## config.mk

```make
export PLATFORM = sky130hd
export DESIGN_NAME = pwm_out_guard
export DESIGN_NICKNAME = d
export VERILOG_FILES = /design/src/rtl/pwm_guard_pkg.sv /design/src/rtl/pwm_grp_reg.sv /design/src/rtl/pwm_mid_filter.sv /design/src/rtl/pwm_out_gate.sv /design/src/rtl/pwm_out_guard.sv
export SDC_FILE = /design/constraint.sdc
export NUM_CORES = 1
export LEC_CHECK = 0
export BUFFER_PORTS_ARGS = -buffer_cell sky130_fd_sc_hd__buf_2
export CAP_MARGIN = 5
export CORE_AREA = 3 3 40 42
export CTS_BUF_LIST = sky130_fd_sc_hd__clkbuf_16
export CTS_CLUSTER_SIZE = 24
export DETAILED_ROUTE_END_ITERATION = 10
export DIE_AREA = 0 0 43 45
export MAX_ROUTING_LAYER = met4
export PLACE_DENSITY = 0.77
export SLEW_MARGIN = 20
export SYNTH_ARGS = -nofsm -noshare
export SYNTH_HDL_FRONTEND = slang
export SYNTH_HIERARCHICAL = 1
export SYNTH_SLANG_ARGS = --single-unit
export TNS_END_PERCENT = 100
```

## constraint.sdc

```tcl
create_clock -name clk -period 2.7 [get_ports clk]
set_clock_uncertainty 0.2 [all_clocks]
set_input_delay 0.405 -clock clk [delete_from_list [all_inputs] [get_ports clk]]
set_output_delay 0.405 -clock clk [all_outputs]
set_load 0.02 [all_outputs]
```

## src/rtl/pwm_guard_pkg.sv

```systemverilog
// Package: shared constants for the PWM output gate.
// Assumes exactly two gate groups that split the channels evenly.
package pwm_guard_pkg;
    localparam int NUM_GRP  = 2;   // group A and group B
    localparam int KILL_BIT = 0;   // register bit holding the kill flag
    localparam int ARM_BIT  = 1;   // register bit holding the arm flag

    typedef struct packed {
        logic arm;
        logic kill;
    } grp_state_t;
endpackage

```

## src/rtl/pwm_grp_reg.sv

```systemverilog
// Module: one gate register with its unlock sequencer.
// Does: holds the kill bit and the arm flag. The kill bit sets only on an
// arm-then-commit pair that no foreign write breaks.
// Assumes: wr_hit, wr_exempt and the data bits are valid while wr_stb is high.
module pwm_grp_reg
    import pwm_guard_pkg::*;
(
    input  logic       clk,
    input  logic       rst_n,
    input  logic       wr_stb,
    input  logic       wr_hit,
    input  logic       wr_exempt,
    input  logic       wr_arm,
    input  logic       wr_kill,
    output grp_state_t state
);
    logic arm_q;
    logic kill_q;

    // Purpose: advance the unlock sequencer and the kill bit on each write.
    always_ff @(posedge clk) begin
        if (!rst_n) begin
            arm_q  <= 1'b0;
            kill_q <= 1'b0;
        end else if (wr_stb) begin
            if (wr_hit) begin
                if (wr_arm) begin
                    arm_q <= 1'b1;
                end else begin
                    arm_q <= 1'b0;
                    if (!wr_kill)
                        kill_q <= 1'b0;
                    else if (arm_q)
                        kill_q <= 1'b1;
                end
            end else if (!wr_exempt) begin
                arm_q <= 1'b0;
            end
        end
    end

    // Purpose: present the register state to the decode and gating logic.
    always_comb begin
        state.arm  = arm_q;
        state.kill = kill_q;
    end

    // the kill bit rises only when the group was armed one cycle before
    p_commit_needs_arm_r3: assert property (@(posedge clk) disable iff (!rst_n)
        $rose(kill_q) |-> $past(arm_q));
    // a commit-shaped write to an unarmed group leaves the kill bit as it was
    p_unarmed_ignored_r4: assert property (@(posedge clk) disable iff (!rst_n)
        (wr_stb && wr_hit && !wr_arm && wr_kill && !arm_q) |=> $stable(kill_q));
    // an arm write arms the group and does not move the kill bit
    p_arm_sets_r2: assert property (@(posedge clk) disable iff (!rst_n)
        (wr_stb && wr_hit && wr_arm) |=> (arm_q && $stable(kill_q)));
    // a foreign write from a non-exempt master drops the arm
    p_foreign_drop_r5: assert property (@(posedge clk) disable iff (!rst_n)
        (wr_stb && !wr_hit && !wr_exempt) |=> !arm_q);
    // a foreign write from an exempt master keeps the arm
    p_exempt_keep_r6: assert property (@(posedge clk) disable iff (!rst_n)
        (wr_stb && !wr_hit && wr_exempt && arm_q) |=> arm_q);
    // a clear write always leaves the kill bit low
    p_clear_r8: assert property (@(posedge clk) disable iff (!rst_n)
        (wr_stb && wr_hit && !wr_arm && !wr_kill) |=> (!kill_q && !arm_q));
    // without a strobe the state does not move
    p_idle_hold_r10: assert property (@(posedge clk) disable iff (!rst_n)
        !wr_stb |=> ($stable(kill_q) && $stable(arm_q)));
endmodule

```

## src/rtl/pwm_mid_filter.sv

```systemverilog
// Module: master-ID exemption decoder.
// Does: flags a write whose master may not break an armed sequence.
// Assumes: EXEMPT_MASK has one bit per possible master ID.
module pwm_mid_filter #(
    parameter int MID_W = 3,
    parameter logic [(1<<MID_W)-1:0] EXEMPT_MASK = '0
) (
    input  logic [MID_W-1:0] mid,
    output logic             exempt
);
    // Purpose: look up the master ID in the exemption mask.
    always_comb exempt = EXEMPT_MASK[mid];
endmodule

```

## src/rtl/pwm_out_gate.sv

```systemverilog
// Module: per-channel output gate.
// Does: forces each pin low while the kill bit of its group is set.
// Assumes: the channels divide evenly into groups, in ascending order.
module pwm_out_gate
    import pwm_guard_pkg::*;
#(
    parameter int NUM_CH = 6
) (
    input  logic [NUM_CH-1:0]  pwm_in,
    input  logic [NUM_GRP-1:0] grp_kill,
    output logic [NUM_CH-1:0]  pin_out
);
    localparam int CH_PER_GRP = NUM_CH / NUM_GRP;

    for (genvar c = 0; c < NUM_CH; c++) begin : g_ch
        localparam int GRP = c / CH_PER_GRP;
        // Purpose: pass or block one channel according to its group's kill bit.
        always_comb pin_out[c] = pwm_in[c] & ~grp_kill[GRP];
    end
endmodule

```

## src/rtl/pwm_out_guard.sv

```systemverilog
// Module: top of the sequence-protected PWM output gate.
// Does: decodes the register bus into two gate registers and gates six
// PWM outputs with their kill bits. Read data is combinational.
// Assumes: one write per strobed cycle, with a master ID valid alongside it.
module pwm_out_guard
    import pwm_guard_pkg::*;
#(
    parameter int ADDR_W = 8,
    parameter int DATA_W = 8,
    parameter int MID_W  = 3,
    parameter int NUM_CH = 6,
    parameter logic [ADDR_W-1:0] ADDR_GRP_A = 8'h10,
    parameter logic [ADDR_W-1:0] ADDR_GRP_B = 8'h14,
    parameter logic [(1<<MID_W)-1:0] EXEMPT_MASK = 8'hC0
) (
    input  logic              clk,
    input  logic              rst_n,
    input  logic [ADDR_W-1:0] bus_addr,
    input  logic [DATA_W-1:0] bus_wdata,
    input  logic              bus_we,
    input  logic [MID_W-1:0]  bus_mid,
    output logic [DATA_W-1:0] bus_rdata,
    input  logic [NUM_CH-1:0] pwm_in,
    output logic [NUM_CH-1:0] pin_out
);
    localparam int CH_PER_GRP = NUM_CH / NUM_GRP;

    logic                 wr_exempt;
    logic [NUM_GRP-1:0]   grp_hit;
    logic [NUM_GRP-1:0]   grp_kill;
    grp_state_t           grp_st [NUM_GRP];

    pwm_mid_filter #(
        .MID_W       (MID_W),
        .EXEMPT_MASK (EXEMPT_MASK)
    ) i_mid_filter (
        .mid    (bus_mid),
        .exempt (wr_exempt)
    );

    for (genvar g = 0; g < NUM_GRP; g++) begin : g_grp
        localparam logic [ADDR_W-1:0] MY_ADDR = (g == 0) ? ADDR_GRP_A : ADDR_GRP_B;
        // Purpose: match the bus address against this group's register.
        always_comb grp_hit[g] = (bus_addr == MY_ADDR);

        pwm_grp_reg i_grp_reg (
            .clk       (clk),
            .rst_n     (rst_n),
            .wr_stb    (bus_we),
            .wr_hit    (grp_hit[g]),
            .wr_exempt (wr_exempt),
            .wr_arm    (bus_wdata[ARM_BIT]),
            .wr_kill   (bus_wdata[KILL_BIT]),
            .state     (grp_st[g])
        );
        // Purpose: collect the kill bits for the output gate.
        always_comb grp_kill[g] = grp_st[g].kill;

        // every pin of a killed group is low
        for (genvar k = 0; k < CH_PER_GRP; k++) begin : g_chk
            p_kill_low_r9: assert property (@(posedge clk) disable iff (!rst_n)
                grp_kill[g] |-> !pin_out[g*CH_PER_GRP + k]);
        end
    end

    // Purpose: return the state of the addressed register, or zero otherwise.
    always_comb begin
        bus_rdata = '0;
        for (int g = 0; g < NUM_GRP; g++) begin
            if (grp_hit[g]) begin
                bus_rdata[KILL_BIT] = grp_st[g].kill;
                bus_rdata[ARM_BIT]  = grp_st[g].arm;
            end
        end
    end

    pwm_out_gate #(
        .NUM_CH (NUM_CH)
    ) i_out_gate (
        .pwm_in   (pwm_in),
        .grp_kill (grp_kill),
        .pin_out  (pin_out)
    );

    // a write to group B's register never moves group A's kill bit
    p_grp_indep_r11: assert property (@(posedge clk) disable iff (!rst_n)
        (bus_we && grp_hit[1]) |=> $stable(grp_st[0].kill));
endmodule

```

==> results of run 1 <==
final timing paths:
path	from	depth (start not counted)	slack, ns	end
worst max register to register	g_grp[1].i_grp_reg/arm_q	3	1.76	g_grp[1].i_grp_reg/arm_q
worst max-delay path	bus_addr[0]	4	0.66	bus_rdata[0]
worst min-delay path	bus_wdata[1]	2	0.33	g_grp[0].i_grp_reg/arm_q
worst min register to register	g_grp[1].i_grp_reg/kill_q	1	0.35	g_grp[1].i_grp_reg/kill_q
layer usage:
| layer | part of all wire | wire length [µm] | vias up | GRT usage |
|---|---|---|---|---|
| met2 | 0.47 | 427 | 27 | 0.180 |
| met4 | 0.027 | 25 | 0 | 0.0723 |
| met1 | 0.38 | 346 | 166 | 0.116 |
| met5 | 0 | 0 | - | - |
| met3 | 0.12 | 114 | 2 | 0.0279 |
| li1 | - | - | 201 | - |
state kept, by name, indices dropped and copies added, names as in the netlist:
register / flops
g_grp.i_grp_reg/arm_q: 2
g_grp.i_grp_reg/kill_q: 2
worst max-delay path: stages:
cell	delay [ns]
buf_2	0.10
or4_4	0.55
nor3_1	0.19
buf_2	0.19
synth_stat cells:
master and count:
o31a_1 2, or4_4 1, conb_1 1, nand2_1 4, and2_1 1, nor2b_1 6
or3b_2 1, mux2i_1 2, inv_1 1, buf_4 10, a21oi_1 2, dfxtp_1 4
a41o_2 2, nor3_1 4, nand2b_1 2, nor3b_1 2, o21a_1 2
kinds of logic after synthesis:
logic type / Yosys count / share of synthesized area
buf+inv: 11 / 0.211
compound gates: 8 / 0.174
flops: 4 / 0.214
other cells: 1 / 0.0100
simple gates: 21 / 0.338
mux: 2 / 0.0535
metrics by stage:
stage,util,setup WS (ns),instances
after floorplan,-,0.628,52
after global placement,0.371,0.575,85
after detailed placement,0.371,0.540,85
after CTS,0.429,0.665,88
after global routing,0.429,0.601,88
final,0.429,0.657,88
power by group through the flow:
stage	logic [mW]	registers [mW]	clock network, mW
global placement	0.0437	0.0604	0
floorplan	0.0292	0.0604	0
finish	0.0455	0.0596	0.229
global route	0.0498	0.0596	0.237
detailed placement	0.0453	0.0604	0
CTS	0.0455	0.0596	0.231
layout make-up:
type | instances | area (µm²) | share of cell area
clock buffer | 3 | 75.1 | 0.136
timing repair buffer | 28 | 140 | 0.254
multi-input combinational | 37 | 234 | 0.424
tap | 15 | 18.8 | 0.0340
sequential | 4 | 80.1 | 0.145
inverter | 1 | 3.75 | 0.00680
==> impl_results.md, run 1 <==
* Outcome: completed
* Pin count of the biggest net entering global routing at 7
* MaxCap Viol Count at 0
* Ys Warns at 6
* Starting density of the core at 0.291
* Setup TNS Final at 0 ns
* Seq/Total Area, Yosys at 0.214
* CTS H-tree depth at 1
* Area grow syn2layout at 47.5%
* Final WL at 914 µm
* VDD IR max at 344 µV
* Drt first pass iters at 5
* Post-CTS setup buffers at 0
* CP required at 2.10 ns
* Yosys top cell area share at 0.214
* Worst min-delay path class: input pin to register
* Commonest cells after routing, fill and taps aside: buf_2, conb_1, nor2b_1
* CP Launch Type: input pin
* Antenna Cells at 0
* Fin crit period at 2.04 ns
* Final setup vio count at 0
* Area leader, netlist: dfxtp_1
* Die Span X at 43 µm
* Critical path type: input pin to primary output
* WL per Instance at 10.4 µm
* Post-CTS Resized at 0
* Dpl cell area at 477 µm²
* First-pass GRT wire length at 1510 µm
* Synth top area cells: dfxtp_1, buf_4, nor2b_1
* Post-Syn Instances at 47
* Yosys reg bits at 4
* Power Density at 605 nW/µm²
* Fillers at 140
* Finished Cell Area at 552 µm²
* Layout net count at 103
* Hold Worst Slack at 0.334 ns
* DRC Markers at 0
* Vias in the first global route at 384
* Avg Cell Area, Syn at 7.96 µm²
* GRT overflow at 0
* Sw power at 0.0662 mW
* Root buffer cell: clkbuf_16
* I/O pin count at 42
* Hold_buf cts at 0
* Die Area at 1940 µm²
* Vias per inst at 4.50
* CP arrival at 1.44 ns
* CP Capture Type: primary output
* Most common cell after layout, fill and taps aside: buf_2
* Net Sw Frac at 0.198
* Clock Latency Late Sink at 0.22 ns
* Pwr Total at 0.334 mW
* Achievable Freq at 490 MHz
* Clk pwr share at 0.685
* Clk sinks at 4
* Pint at 0.268 mW
* Post-Synthesis Cell Area at 374 µm²
* Critical Path Fanout Max at 4
* Initial drt markers at 4
* Clk buf depth at 2
* CORE AREA at 1280 µm²
* Leakage at 0.277 nW
* Cts bufs inserted at 3
* Max-slew violations at 0
* Total GRT Usage at 0.109
* I/O Buffers at 28
* Die height at 45 µm
* Initial antenna violation count at 0
* RSZ-0062 raised after global routing: false
* Sequential Power Share at 0.178
* Logic gate share of total power at 0.136
* CTS tree: done
* Rows at 13
* Unique cell type count in the Yosys netlist at 17
* DR vias at 396
* Clock slew at reported path FFs at 0.03 ns
* Final Cycle Share at 0.756
* Final Wtd Congestion at 0.754
* Antenna violation net count after detailed routing at 0
* Fin. Hold Viols at 0
* Layout cell share with drive strength beyond 1 at 0.479
No activity file was read; power rests on OpenSTA's default activity.
==> run 2: changes to the inputs <==
--- a/config.mk
+++ b/config.mk
@@ -5,6 +5,7 @@
 export SDC_FILE = /design/constraint.sdc
 export NUM_CORES = 1
 export LEC_CHECK = 0
+export ABC_AREA = 1
 export BUFFER_PORTS_ARGS = -buffer_cell sky130_fd_sc_hd__buf_2
 export CAP_MARGIN = 5
 export CORE_AREA = 3 3 40 42
@@ -13,7 +14,7 @@
 export DETAILED_ROUTE_END_ITERATION = 10
 export DIE_AREA = 0 0 43 45
 export MAX_ROUTING_LAYER = met4
-export PLACE_DENSITY = 0.77
+export PLACE_DENSITY = 0.82
 export SLEW_MARGIN = 20
 export SYNTH_ARGS = -nofsm -noshare
 export SYNTH_HDL_FRONTEND = slang
==> constraint.sdc (replaced) <==
create_clock -name clk -period 2.04 [get_ports clk]
set_clock_uncertainty 0.2 [all_clocks]
set_input_delay 0.306 -clock clk [delete_from_list [all_inputs] [get_ports clk]]
set_output_delay 0.306 -clock clk [all_outputs]
set_load 0.02 [all_outputs]
==> impl_results.md, run 2 <==
* Hold Path Depth at 3
* Critical Path Fanout Max at 3
* Power Density at 716 nW/µm²
* Top Usage Layer GRT: met2
* Clk buf depth at 2
* Die Span X at 43 µm
* Clk sinks at 4
* Area grow syn2layout at 39.9%
* Compound-cell area share of the yosys netlist at 0.0674
* Main flop type after synthesis: dfxtp_1
* GRT overflow at 0
* Worst min-delay path class: input pin to register
* Clock slew at reported path FFs at 0.03 ns
* Post-Synthesis Cell Area at 445 µm²
* I/O Buffers at 28
* Unique cell type count in the Yosys netlist at 15
* Adder-cell area share of the yosys netlist at 0
* MaxCap Viol Count at 0
* Clk pwr share at 0.675
* Area leader, netlist: inv_1
* Commonest cells after routing, fill and taps aside: buf_2, inv_1, nand2_1, nor2_1, conb_1
* Hold_buf cts at 0
* Met1 global-route usage at 0.0865
* VDD IR max at 398 µV
* XOR/XNOR Fraction of Synth Area at 0
* R2R depth at 4
* Vias per inst at 4.12
* Pin count of the biggest net entering global routing at 9
* Ys Warns at 6
* Final WL at 955 µm
* Net Sw Frac at 0.208
* M2 GR Usage at 0.168
* Multiplexer area fraction after synthesis at 0
* Largest regs: g_grp.i_grp_reg/arm_q x2, g_grp.i_grp_reg/kill_q x2
* Avg Cell Area, Syn at 5.57 µm²
* Initial antenna violation count at 0
* Post-CTS Resized at 0
* I/O pin count at 42
* Yosys top cell area share at 0.185
* Hpwl dp at 792 µm
* CP Capture Type: primary output
* First-pass GRT wire length at 1350 µm
* EDFF count, synth at 0
* Antenna Cells at 0
* Logic gate share of total power at 0.148
* Root buffer cell: clkbuf_16
* Seq/Total Area, Yosys at 0.180
* Layout cell share with drive strength beyond 1 at 0.349
* Sequential Power Share at 0.177
* Final setup vio count at 0
* Achievable Freq at 671 MHz
* Async SR Flop Fraction at 0
* Pint at 0.354 mW
* CP arrival at 0.98 ns
* Initial drt markers at 9
* Rows at 13
* Sw power at 0.0927 mW
* Layout net count at 136
* GR Util met3 at 0.0398
* Final Wtd Congestion at 0.721
* Main combinational cell family by area after synthesis: simple AND/OR/NAND/NOR gates
* Clock Latency Late Sink at 0.22 ns
* CP Launch Type: input pin
* Max-slew violations at 0
* Hold wc startpoint: rst_n
* Hold Worst Slack at 0.160 ns
* Synth top area cells: inv_1, dfxtp_1, buf_4
* CORE AREA at 1280 µm²
* Critical path type: input pin to primary output
* Fin. Hold Viols at 0
* Drt first pass iters at 4
* Die Area at 1940 µm²
* Reg-to-Reg End: g_grp[1].i_grp_reg/kill_q
* Total GRT Usage at 0.0985
* CTS H-tree depth at 1
* DR vias at 499
* Worst R2R Setup Slack at 1.15 ns
* CP required at 1.53 ns
* RSZ-0062 raised after global routing: false
* Post-CTS setup buffers at 0
* Simple logic cell fraction of the synthesized area at 0.374
* Leakage at 0.398 nW
* Cts bufs inserted at 3
* WL per Instance at 7.89 µm
* Yosys reg bits at 4
* Fin crit period at 1.49 ns
* Most common cell after layout, fill and taps aside: buf_2
* RR Startpoint: g_grp[1].i_grp_reg/arm_q
* Vias in the first global route at 394
* CTS tree: done
* Setup TNS Final at 0 ns
* DRC Markers at 0
* Antenna violation net count after detailed routing at 0
* Worst Hold Path EP: g_grp[1].i_grp_reg/arm_q
* Die height at 45 µm
* Final Cycle Share at 0.731
* Post-Syn Instances at 80
* Cell with the most instances after synthesis: inv_1
* Top cells by count, synth: inv_1, nand2_1, buf_4
* Starting density of the core at 0.347
* Outcome: completed
run 2: worst max-delay path by stage:
stage | start | endpoint | slack [ns] | cells after the start
after global routing | bus_addr[0] | bus_rdata[1] | 0.43 | 7
after CTS | bus_addr[0] | bus_rdata[0] | 0.54 | 7
final | bus_addr[0] | bus_rdata[0] | 0.55 | 7
after global placement | bus_addr[0] | bus_rdata[0] | 0.55 | 7
after detailed placement | bus_addr[3] | bus_rdata[0] | 0.54 | 7
after floorplan | bus_addr[5] | bus_rdata[0] | 0.75 | 5
run 2: routing by layer:
metal  vias up  routed length, µm  share of wire
li1        271                  -              -
met1       208                367           0.38
met2        18                490           0.51
met3         2                 89          0.093
met4         0                  8         0.0084
met5         -                  0              0
run 2: kinds of logic after synthesis:
family          count (synthesis)
compound gates                  6
buf+inv                        34
flops                           4
other cells                     1
simple gates                   35
run 2: worst max-delay path, stage by stage:
cell and delay [ns]:
buf_2 0.09, inv_1 0.04, nand2_1 0.05, nor2_1 0.18
nand3_1 0.09, nand2_1 0.07, buf_2 0.15
run 2: power groups by stage:
stage	clock network (mW)	logic (mW)	registers, mW
3_3_place_gp	0	0.0642	0.0799
6_report	0.302	0.0660	0.0789
2_1_floorplan	0	0.0453	0.0799
5_1_grt	0.310	0.0737	0.0789
3_5_place_dp	0	0.0660	0.0800
4_1_cts	0.304	0.0665	0.0789
run 2: cell type report:
cell class,instances,area [µm²]
Timing Repair Buffer,28,140
Multi-Input combinational cell,47,219
Fill cell,139,662
Tap cell,15,18.8
Clock buffer,3,75.1
Inverter,24,90.1
Sequential cell,4,80.1
run 2: through the flow:
step           utilization  power [mW]  cells  area [µm²]  setup WS, ns
4_1_cts              0.485       0.450    121         623         0.536
6_report             0.485       0.446    121         623         0.549
3_5_place_dp         0.426       0.146    118         548         0.537
5_1_grt              0.485       0.463    121         623         0.430
3_3_place_gp         0.426       0.144    118         548         0.555
2_1_floorplan            -       0.125     85         464         0.752
